$ cat src/rtl/qlink_pkg.sv
package qlink_pkg;

   typedef enum logic [1:0] {
      TX_IDLE  = 2'd0,
      TX_DRIVE = 2'd1,
      TX_RTZ   = 2'd2
   } tx_state_e;

   // 2-bit symbol to 4-wire one-hot group: value s raises wire s
   function automatic logic [3:0] sym_to_wires(input logic [1:0] sym);
      logic [3:0] w;
      w = 4'b0000;
      w[sym] = 1'b1;
      return w;
   endfunction

   // one-hot group back to its 2-bit symbol (meaningful only for one-hot input)
   function automatic logic [1:0] wires_to_sym(input logic [3:0] w);
      logic [1:0] s;
      s = 2'd0;
      if (w[1]) s = 2'd1;
      if (w[2]) s = 2'd2;
      if (w[3]) s = 2'd3;
      return s;
   endfunction

endpackage

$ cat src/rtl/qlink_group_det.sv
module qlink_group_det
   import qlink_pkg::*;
(
   input  logic [3:0] wires,
   output logic       is_one,
   output logic       is_empty,
   output logic       is_multi,
   output logic [1:0] sym
);

   logic [2:0] hot_cnt;

   always_comb begin
      hot_cnt = {2'b00, wires[0]} + {2'b00, wires[1]}
              + {2'b00, wires[2]} + {2'b00, wires[3]};
   end

   assign is_one   = (hot_cnt == 3'd1);
   assign is_empty = (hot_cnt == 3'd0);
   assign is_multi = (hot_cnt > 3'd1);
   assign sym      = wires_to_sym(wires);

endmodule

$ cat src/rtl/qlink_tx.sv
module qlink_tx
   import qlink_pkg::*;
#(
   parameter int WIDTH = 32
)(
   input  logic                 clk,
   input  logic                 rst_n,
   input  logic                 in_valid,
   output logic                 in_ready,
   input  logic [WIDTH-1:0]     in_word,
   output logic [2*WIDTH-1:0]   tx_lines,
   input  logic                 tx_ack
);

   localparam int GROUPS = WIDTH / 2;
   localparam int LINES  = 4 * GROUPS;

   tx_state_e          state_q, state_d;
   logic [LINES-1:0]   lines_q, lines_d;
   logic [LINES-1:0]   code_w;

   generate
      for (genvar g = 0; g < GROUPS; g++) begin : g_enc
         assign code_w[4*g +: 4] = sym_to_wires(in_word[2*g +: 2]);
      end
   endgenerate

   assign in_ready = (state_q == TX_IDLE) && !tx_ack;
   assign tx_lines = lines_q;

   always_comb begin
      state_d = state_q;
      lines_d = lines_q;
      case (state_q)
         TX_IDLE: begin
            if (in_valid && in_ready) begin
               lines_d = code_w;
               state_d = TX_DRIVE;
            end
         end
         TX_DRIVE: begin
            if (tx_ack) begin
               lines_d = '0;
               state_d = TX_RTZ;
            end
         end
         TX_RTZ: begin
            if (!tx_ack) state_d = TX_IDLE;
         end
         default: begin
            lines_d = '0;
            state_d = TX_IDLE;
         end
      endcase
   end

   always_ff @(posedge clk or negedge rst_n) begin
      if (!rst_n) begin
         state_q <= TX_IDLE;
         lines_q <= '0;
      end else begin
         state_q <= state_d;
         lines_q <= lines_d;
      end
   end

endmodule

$ cat src/rtl/qlink_rx.sv
module qlink_rx
   import qlink_pkg::*;
#(
   parameter int WIDTH = 32
)(
   input  logic                 clk,
   input  logic                 rst_n,
   input  logic [2*WIDTH-1:0]   rx_lines,
   output logic                 rx_ack,
   output logic                 out_valid,
   output logic [WIDTH-1:0]     out_word,
   output logic                 err_flag
);

   localparam int GROUPS = WIDTH / 2;

   logic [GROUPS-1:0]  one_v, empty_v, multi_v;
   logic [WIDTH-1:0]   sym_v;
   logic               all_one, all_empty, any_multi;

   generate
      for (genvar g = 0; g < GROUPS; g++) begin : g_det
         qlink_group_det u_det (
            .wires    (rx_lines[4*g +: 4]),
            .is_one   (one_v[g]),
            .is_empty (empty_v[g]),
            .is_multi (multi_v[g]),
            .sym      (sym_v[2*g +: 2])
         );
      end
   endgenerate

   assign all_one   = &one_v;
   assign all_empty = &empty_v;
   assign any_multi = |multi_v;

   logic             ack_q, valid_q, err_q;
   logic [WIDTH-1:0] word_q;

   always_ff @(posedge clk or negedge rst_n) begin
      if (!rst_n) begin
         ack_q   <= 1'b0;
         valid_q <= 1'b0;
         err_q   <= 1'b0;
         word_q  <= '0;
      end else begin
         valid_q <= 1'b0;
         if (!ack_q && all_one) begin
            ack_q   <= 1'b1;
            valid_q <= 1'b1;
            word_q  <= sym_v;
         end else if (ack_q && all_empty) begin
            ack_q <= 1'b0;
         end
         if (any_multi) err_q <= 1'b1;
      end
   end

   assign rx_ack    = ack_q;
   assign out_valid = valid_q;
   assign out_word  = word_q;
   assign err_flag  = err_q;

endmodule

$ cat src/rtl/qlink_top.sv
module qlink_top #(
   parameter int WIDTH = 32
)(
   input  logic                 clk,
   input  logic                 rst_n,
   input  logic                 in_valid,
   output logic                 in_ready,
   input  logic [WIDTH-1:0]     in_word,
   output logic [2*WIDTH-1:0]   tx_lines,
   input  logic                 tx_ack,
   input  logic [2*WIDTH-1:0]   rx_lines,
   output logic                 rx_ack,
   output logic                 out_valid,
   output logic [WIDTH-1:0]     out_word,
   output logic                 err_flag
);

   generate
      if (WIDTH < 2 || (WIDTH % 2) != 0) begin : g_bad_width
         $error("qlink_top: WIDTH must be even and at least 2");
      end
   endgenerate

   qlink_tx #(.WIDTH(WIDTH)) u_tx (
      .clk      (clk),
      .rst_n    (rst_n),
      .in_valid (in_valid),
      .in_ready (in_ready),
      .in_word  (in_word),
      .tx_lines (tx_lines),
      .tx_ack   (tx_ack)
   );

   qlink_rx #(.WIDTH(WIDTH)) u_rx (
      .clk       (clk),
      .rst_n     (rst_n),
      .rx_lines  (rx_lines),
      .rx_ack    (rx_ack),
      .out_valid (out_valid),
      .out_word  (out_word),
      .err_flag  (err_flag)
   );

endmodule

$ cat config.mk
export PLATFORM = sky130hd
export DESIGN_NAME = qlink_top
export DESIGN_NICKNAME = d
export VERILOG_FILES = /design/src/rtl/qlink_pkg.sv /design/src/rtl/qlink_group_det.sv /design/src/rtl/qlink_tx.sv /design/src/rtl/qlink_rx.sv /design/src/rtl/qlink_top.sv
export SDC_FILE = /design/constraint.sdc
export NUM_CORES = 1
export LEC_CHECK = 0
export ABC_CLOCK_PERIOD_IN_PS = 2430
export BUFFER_PORTS_ARGS = -buffer_cell sky130_fd_sc_hd__buf_2
export CAP_MARGIN = 10
export CORE_AREA = 2 2 145 147
export CTS_BUF_LIST = sky130_fd_sc_hd__clkbuf_8
export CTS_CLUSTER_DIAMETER = 150
export CTS_CLUSTER_SIZE = 24
export DETAILED_ROUTE_END_ITERATION = 7
export DIE_AREA = 0 0 147 149
export SYNTH_ARGS = -nofsm -noshare
export SYNTH_HDL_FRONTEND = slang
export SYNTH_SLANG_ARGS = --single-unit
$ cat constraint.sdc
create_clock -name clk -period 2.43 [get_ports clk]
set_input_delay 0.1215 -clock clk [delete_from_list [all_inputs] [get_ports clk]]
set_output_delay 0.1215 -clock clk [all_outputs]
set_load 0.1 [all_outputs]
==> impl_metrics.prom <==
# TYPE chip_impl_metric gauge
chip_impl_metric{name="global_route.overflow_total",unit=""} 0
chip_impl_metric{name="route.detailed.drc",unit=""} 0
chip_impl_metric{name="ys_ff_latch",unit=""} 101
chip_impl_metric{name="power_density",unit="nW/um^2"} 741
chip_impl_metric{name="synth.net_count",unit=""} 788
chip_impl_metric{name="die_width",unit="um"} 147
chip_impl_metric{name="n_fill_cell",unit=""} 2105
chip_impl_info{name="grt_setup_unrepaired",value="true"} 1
chip_impl_info{name="worst-setup-path-type",value="in -> reg"} 1
chip_impl_metric{name="design.portCount",unit=""} 200
chip_impl_info{name="hold_path_class",value="in -> reg"} 1
chip_impl_metric{name="fin_nets",unit=""} 1066
chip_impl_metric{name="yosys_warnings",unit=""} 0
chip_impl_info{name="cp-start-kind",value="primary input"} 1
chip_impl_metric{name="drv_cap",unit=""} 0
chip_impl_metric{name="core_area",unit="um^2"} 20600
chip_impl_metric{name="number_of_buffers_on_the_longest_clock_path",unit=""} 2
chip_impl_metric{name="synth_enable_flop_cells",unit=""} 0
chip_impl_metric{name="design.die.area",unit="um^2"} 21900
chip_impl_info{name="top_layer_used",value="met4"} 1
chip_impl_info{name="run_status",value="finished, violations left"} 1
chip_impl_metric{name="synth_cell_types",unit=""} 34
chip_impl_metric{name="detail-route-antenna-nets",unit=""} 0
chip_impl_metric{name="cts_inserted_buffers",unit=""} 9
chip_impl_metric{name="die-height",unit="um"} 149
chip_impl_metric{name="dp.final_hpwl",unit="mm"} 13.0
chip_impl_metric{name="largest_net_degree_at_the_start_of_global_routing",unit=""} 93
chip_impl_metric{name="finalWorstPathRequiredPeriod",unit="ns"} 2.51
chip_impl_info{name="cts_root_buffer",value="clkbuf_8"} 1
chip_impl_metric{name="power.ir.vdd_worst",unit="mV"} 0.560
chip_impl_metric{name="initial_antenna_violation_count",unit=""} 0
chip_impl_metric{name="n_antenna_cell",unit=""} 0
chip_impl_metric{name="power.net_switching",unit="mW"} 3.06
chip_impl_metric{name="slew_viol_final",unit=""} 0
chip_impl_metric{name="finalHoldViolCount",unit=""} 0
chip_impl_metric{name="start_util",unit="%"} 28.2
chip_impl_metric{name="cellLeakagePower",unit="nW"} 4.30
chip_impl_metric{name="postRouteWirelength",unit="mm"} 17.4
chip_impl_metric{name="finClkSkew",unit="ns"} 0.0112
chip_impl_metric{name="critPathArrivalTime",unit="ns"} 2.82
chip_impl_metric{name="synth_top_area_share",unit="%"} 43.6
chip_impl_metric{name="cp_data_required_time",unit="ns"} 2.74
chip_impl_metric{name="power_switching_share",unit="%"} 50.0
chip_impl_info{name="netlist_top_cells_area",value="dfrtp_1 (44%), ha_1 (10%), inv_1 (7.0%), nand2_1 (6.3%), fa_1 (5.5%)"} 1
chip_impl_metric{name="clock_tree.htree_level_count",unit=""} 3
chip_impl_metric{name="clock.fmax",unit="GHz"} 0.399
chip_impl_metric{name="route.detailed.vias_per_inst",unit=""} 4.46
chip_impl_info{name="worstReg2RegEnd",value="u_tx.tx_lines[40]"} 1
chip_impl_metric{name="clock_power_share",unit="%"} 20.2
chip_impl_metric{name="met3_layer_wire_length_in_the_routed_design",unit="mm"} 1.28
chip_impl_metric{name="power.share.sequential",unit="%"} 32.5
chip_impl_info{name="violations",value="setup timing"} 1
chip_impl_metric{name="dr_total_vias",unit=""} 5267
chip_impl_info{name="yosys.area.top_type",value="dfrtp_1"} 1
chip_impl_metric{name="place_area",unit="um^2"} 7350
chip_impl_info{name="worstReg2RegStart",value="u_tx.state_q[0]"} 1
chip_impl_metric{name="routedWlPerCell",unit="um"} 14.7
chip_impl_metric{name="synthesis.instances",unit=""} 624
chip_impl_info{name="yosys-top-cells-count",value="inv_1 (108), dfrtp_1 (101), nand2_1 (98), ha_1 (48), nor2_1 (47)"} 1
chip_impl_metric{name="drt_first_pass_iters",unit=""} 4
chip_impl_metric{name="ys_async_sr_fraction",unit="%"} 100
chip_impl_metric{name="synthesis.area_per_instance",unit="um^2"} 9.29
chip_impl_metric{name="ys_seq_area_share",unit="%"} 43.6
chip_impl_metric{name="sink_count",unit=""} 101
chip_impl_metric{name="netlist_area",unit="um^2"} 5790
chip_impl_metric{name="detail_route.iter0.violations",unit=""} 168
chip_impl_metric{name="buffer_ports.inserted",unit=""} 199
chip_impl_metric{name="r2r.worst_path.cells",unit=""} 4
chip_impl_metric{name="drt-met1-wl",unit="mm"} 7.39
chip_impl_metric{name="min_period_over_period",unit="%"} 103
chip_impl_info{name="endpoint_kind",value="flip-flop"} 1
chip_impl_metric{name="reg2reg_slack",unit="ns"} 0.17
chip_impl_metric{name="internal_power_component",unit="mW"} 3.06
chip_impl_metric{name="share_of_total_power_in_combinational_logic",unit="%"} 47.3
chip_impl_metric{name="timing.critical_path.fanout_max",unit=""} 12
chip_impl_metric{name="clk_pin_slew",unit="ns"} 0.11
chip_impl_metric{name="grt_pass1_vias",unit=""} 5431
chip_impl_info{name="tritoncts",value="yes"} 1
chip_impl_info{name="hold-path-endpoint",value="u_rx.out_word[3]"} 1
chip_impl_metric{name="worst_slew_pin_slew",unit="ns"} 0.515
chip_impl_metric{name="global_route_wire_length_before_repair",unit="mm"} 27.6
chip_impl_metric{name="post-place-ws",unit="ns"} -0.458
chip_impl_info{name="min-delay-start",value="rx_lines[6]"} 1
chip_impl_metric{name="met2_wirelength",unit="mm"} 8.30
chip_impl_info{name="post-synth-top-count-cell",value="inv_1"} 1
chip_impl_metric{name="final_cell_count_no_fill",unit=""} 1182
chip_impl_metric{name="synthToLayoutAreaGrowth",unit="%"} 42.4
chip_impl_info{name="synth_top_flop_cell",value="dfrtp_1"} 1
chip_impl_metric{name="numPlacedInstances",unit=""} 1107
chip_impl_metric{name="globalplace.congestion",unit=""} 0.907
chip_impl_metric{name="fin_setup_tns",unit="ns"} -1.16
chip_impl_metric{name="final_design_area_no_fill",unit="um^2"} 8250
chip_impl_metric{name="proportion_of_layout_cells_with_a_drive_suffix_above_1",unit="%"} 29.4
chip_impl_metric{name="finalSetupViolations",unit=""} 24
chip_impl_metric{name="relSlewSlack",unit="%"} 65.2
chip_impl_metric{name="rows",unit=""} 53
chip_impl_metric{name="groute.usage.overall",unit="%"} 15.9
chip_impl_metric{name="setup_slack",unit="ns"} -0.0789
chip_impl_metric{name="clock_latency_on_the_worst_skew_pair",unit="ns"} 0.39
chip_impl_metric{name="holdPathStages",unit=""} 3
-- layout make-up --
| cell class | count | area (um^2) | area share, % |
|---|---|---|---|
| tap | 275 | 344 | 4.17 |
| sequential | 101 | 2530 | 30.6 |
| clock inverter | 7 | 100 | 1.21 |
| timing repair buffer | 291 | 1930 | 23.4 |
| clock buffer | 9 | 124 | 1.50 |
| inverter | 108 | 405 | 4.91 |
| multi-input combinational | 391 | 2820 | 34.2 |
-- worst max path at each step --
stage,startpoint,end,slack [ns],cells after the start
2_1_floorplan,rx_lines[5],u_rx.out_word[10],-0.22,8
3_3_place_gp,rx_lines[33],u_rx.out_word[24],-0.39,10
3_5_place_dp,rx_lines[33],u_rx.out_word[3],-0.46,10
4_1_cts,rx_lines[1],u_rx.out_word[24],0.03,9
5_1_grt,rx_lines[1],u_rx.out_word[0],-0.12,10
6_report,rx_lines[1],u_rx.out_word[8],-0.08,10
-- sequential cells by signal, summed over array words and instances (netlist names) --
register and count:
u_tx.tx_lines 64, u_rx.rx_ack 1, u_rx.out_valid 1, u_tx.state_q 2
u_rx.out_word 32, u_rx.err_flag 1
-- routing by layer --
layer | GRT usage [%] | vias up
met5 | 0 | -
met4 | 6.06 | 0
met3 | 4.16 | 22
met2 | 27.6 | 188
met1 | 19.1 | 2439
li1 | - | 2618
-- cell families (layout without fill, tap and decap cells) --
family	count (synthesis)	in the layout	share of synthesized area (%)
and+or+nand+nor	197	197	15.4
buffers and inverters	132	415	8.94
DFF	101	101	43.6
muxes	32	32	5.53
xor gates and xnor gates	1	1	0.151
adders and majority gates	64	64	15.9
AOI/OAI and AO/OA	97	97	10.5
-- layout by cell type (no fill, tap or decap), types with 2 or more instances in the layout --
cell / netlist / routed
nor4_2: 0 / 2
nor4b_1: 2 / 2
nand2_1: 98 / 98
inv_1: 108 / 105
nand4b_1: 2 / 2
nand2b_1: 4 / 4
mux2i_1: 32 / 31
and4b_1: 2 / 2
clkbuf_16: 0 / 2
buf_2: 0 / 194
dlygate4sd3_1: 0 / 54
clkinv_8: 0 / 2
o21ai_0: 37 / 37
o41ai_1: 17 / 17
o31ai_1: 16 / 16
dfrtp_1: 101 / 101
nor4_1: 11 / 9
inv_2: 0 / 3
a21oi_1: 18 / 17
nor2_1: 47 / 46
nand4_1: 4 / 4
clkbuf_8: 0 / 9
buf_4: 0 / 33
inv_6: 0 / 2
ha_4: 0 / 3
nand3_1: 17 / 17
o22ai_1: 6 / 6
o2111ai_1: 2 / 2
buf_12: 0 / 3
buf_6: 3 / 4
fa_1: 16 / 16
ha_1: 48 / 45
-- power by group through the flow --
| stage | sequential, mW | clock [mW] | combinational, mW |
|---|---|---|---|
| after floorplan | 3.44 | 0 | 0.650 |
| after global placement | 2.01 | 0 | 2.76 |
| after global routing | 2.02 | 1.35 | 3.08 |
| after CTS | 1.99 | 1.30 | 2.89 |
| after detailed placement | 2.01 | 0 | 2.78 |
| final | 1.99 | 1.24 | 2.89 |
-- critical path, cell delays in order --
cell       delay (ns)
buf_8            0.10
ha_4             0.25
inv_2            0.03
fa_1             0.48
or4b_1           0.53
or4_4            0.44
nor4_4           0.32
buf_6            0.17
clkbuf_16        0.18
mux2i_1          0.19
-- through the flow --
| stage | util, % | power (mW) | hold slack [ns] |
|---|---|---|---|
| 2_1_floorplan | - | 4.09 | -0.174 |
| 6_report | 40.1 | 6.11 | 0.0294 |
| 4_1_cts | 39.5 | 6.18 | 0.00168 |
| 3_3_place_gp | 35.8 | 4.77 | 0.0812 |
| 5_1_grt | 40.1 | 6.45 | 0.0221 |
| 3_5_place_dp | 35.8 | 4.79 | 0.0818 |
-- timing repair --
action	CTS	global route
setup buffers	0	3
gates resized for setup	2	11
gates cloned	0	2
hold buffers	54	0
hold endpoints to repair	89	0
pin swaps	0	3
endpoints found under the setup margin	2	33
(Power assumes the default switching activity.)
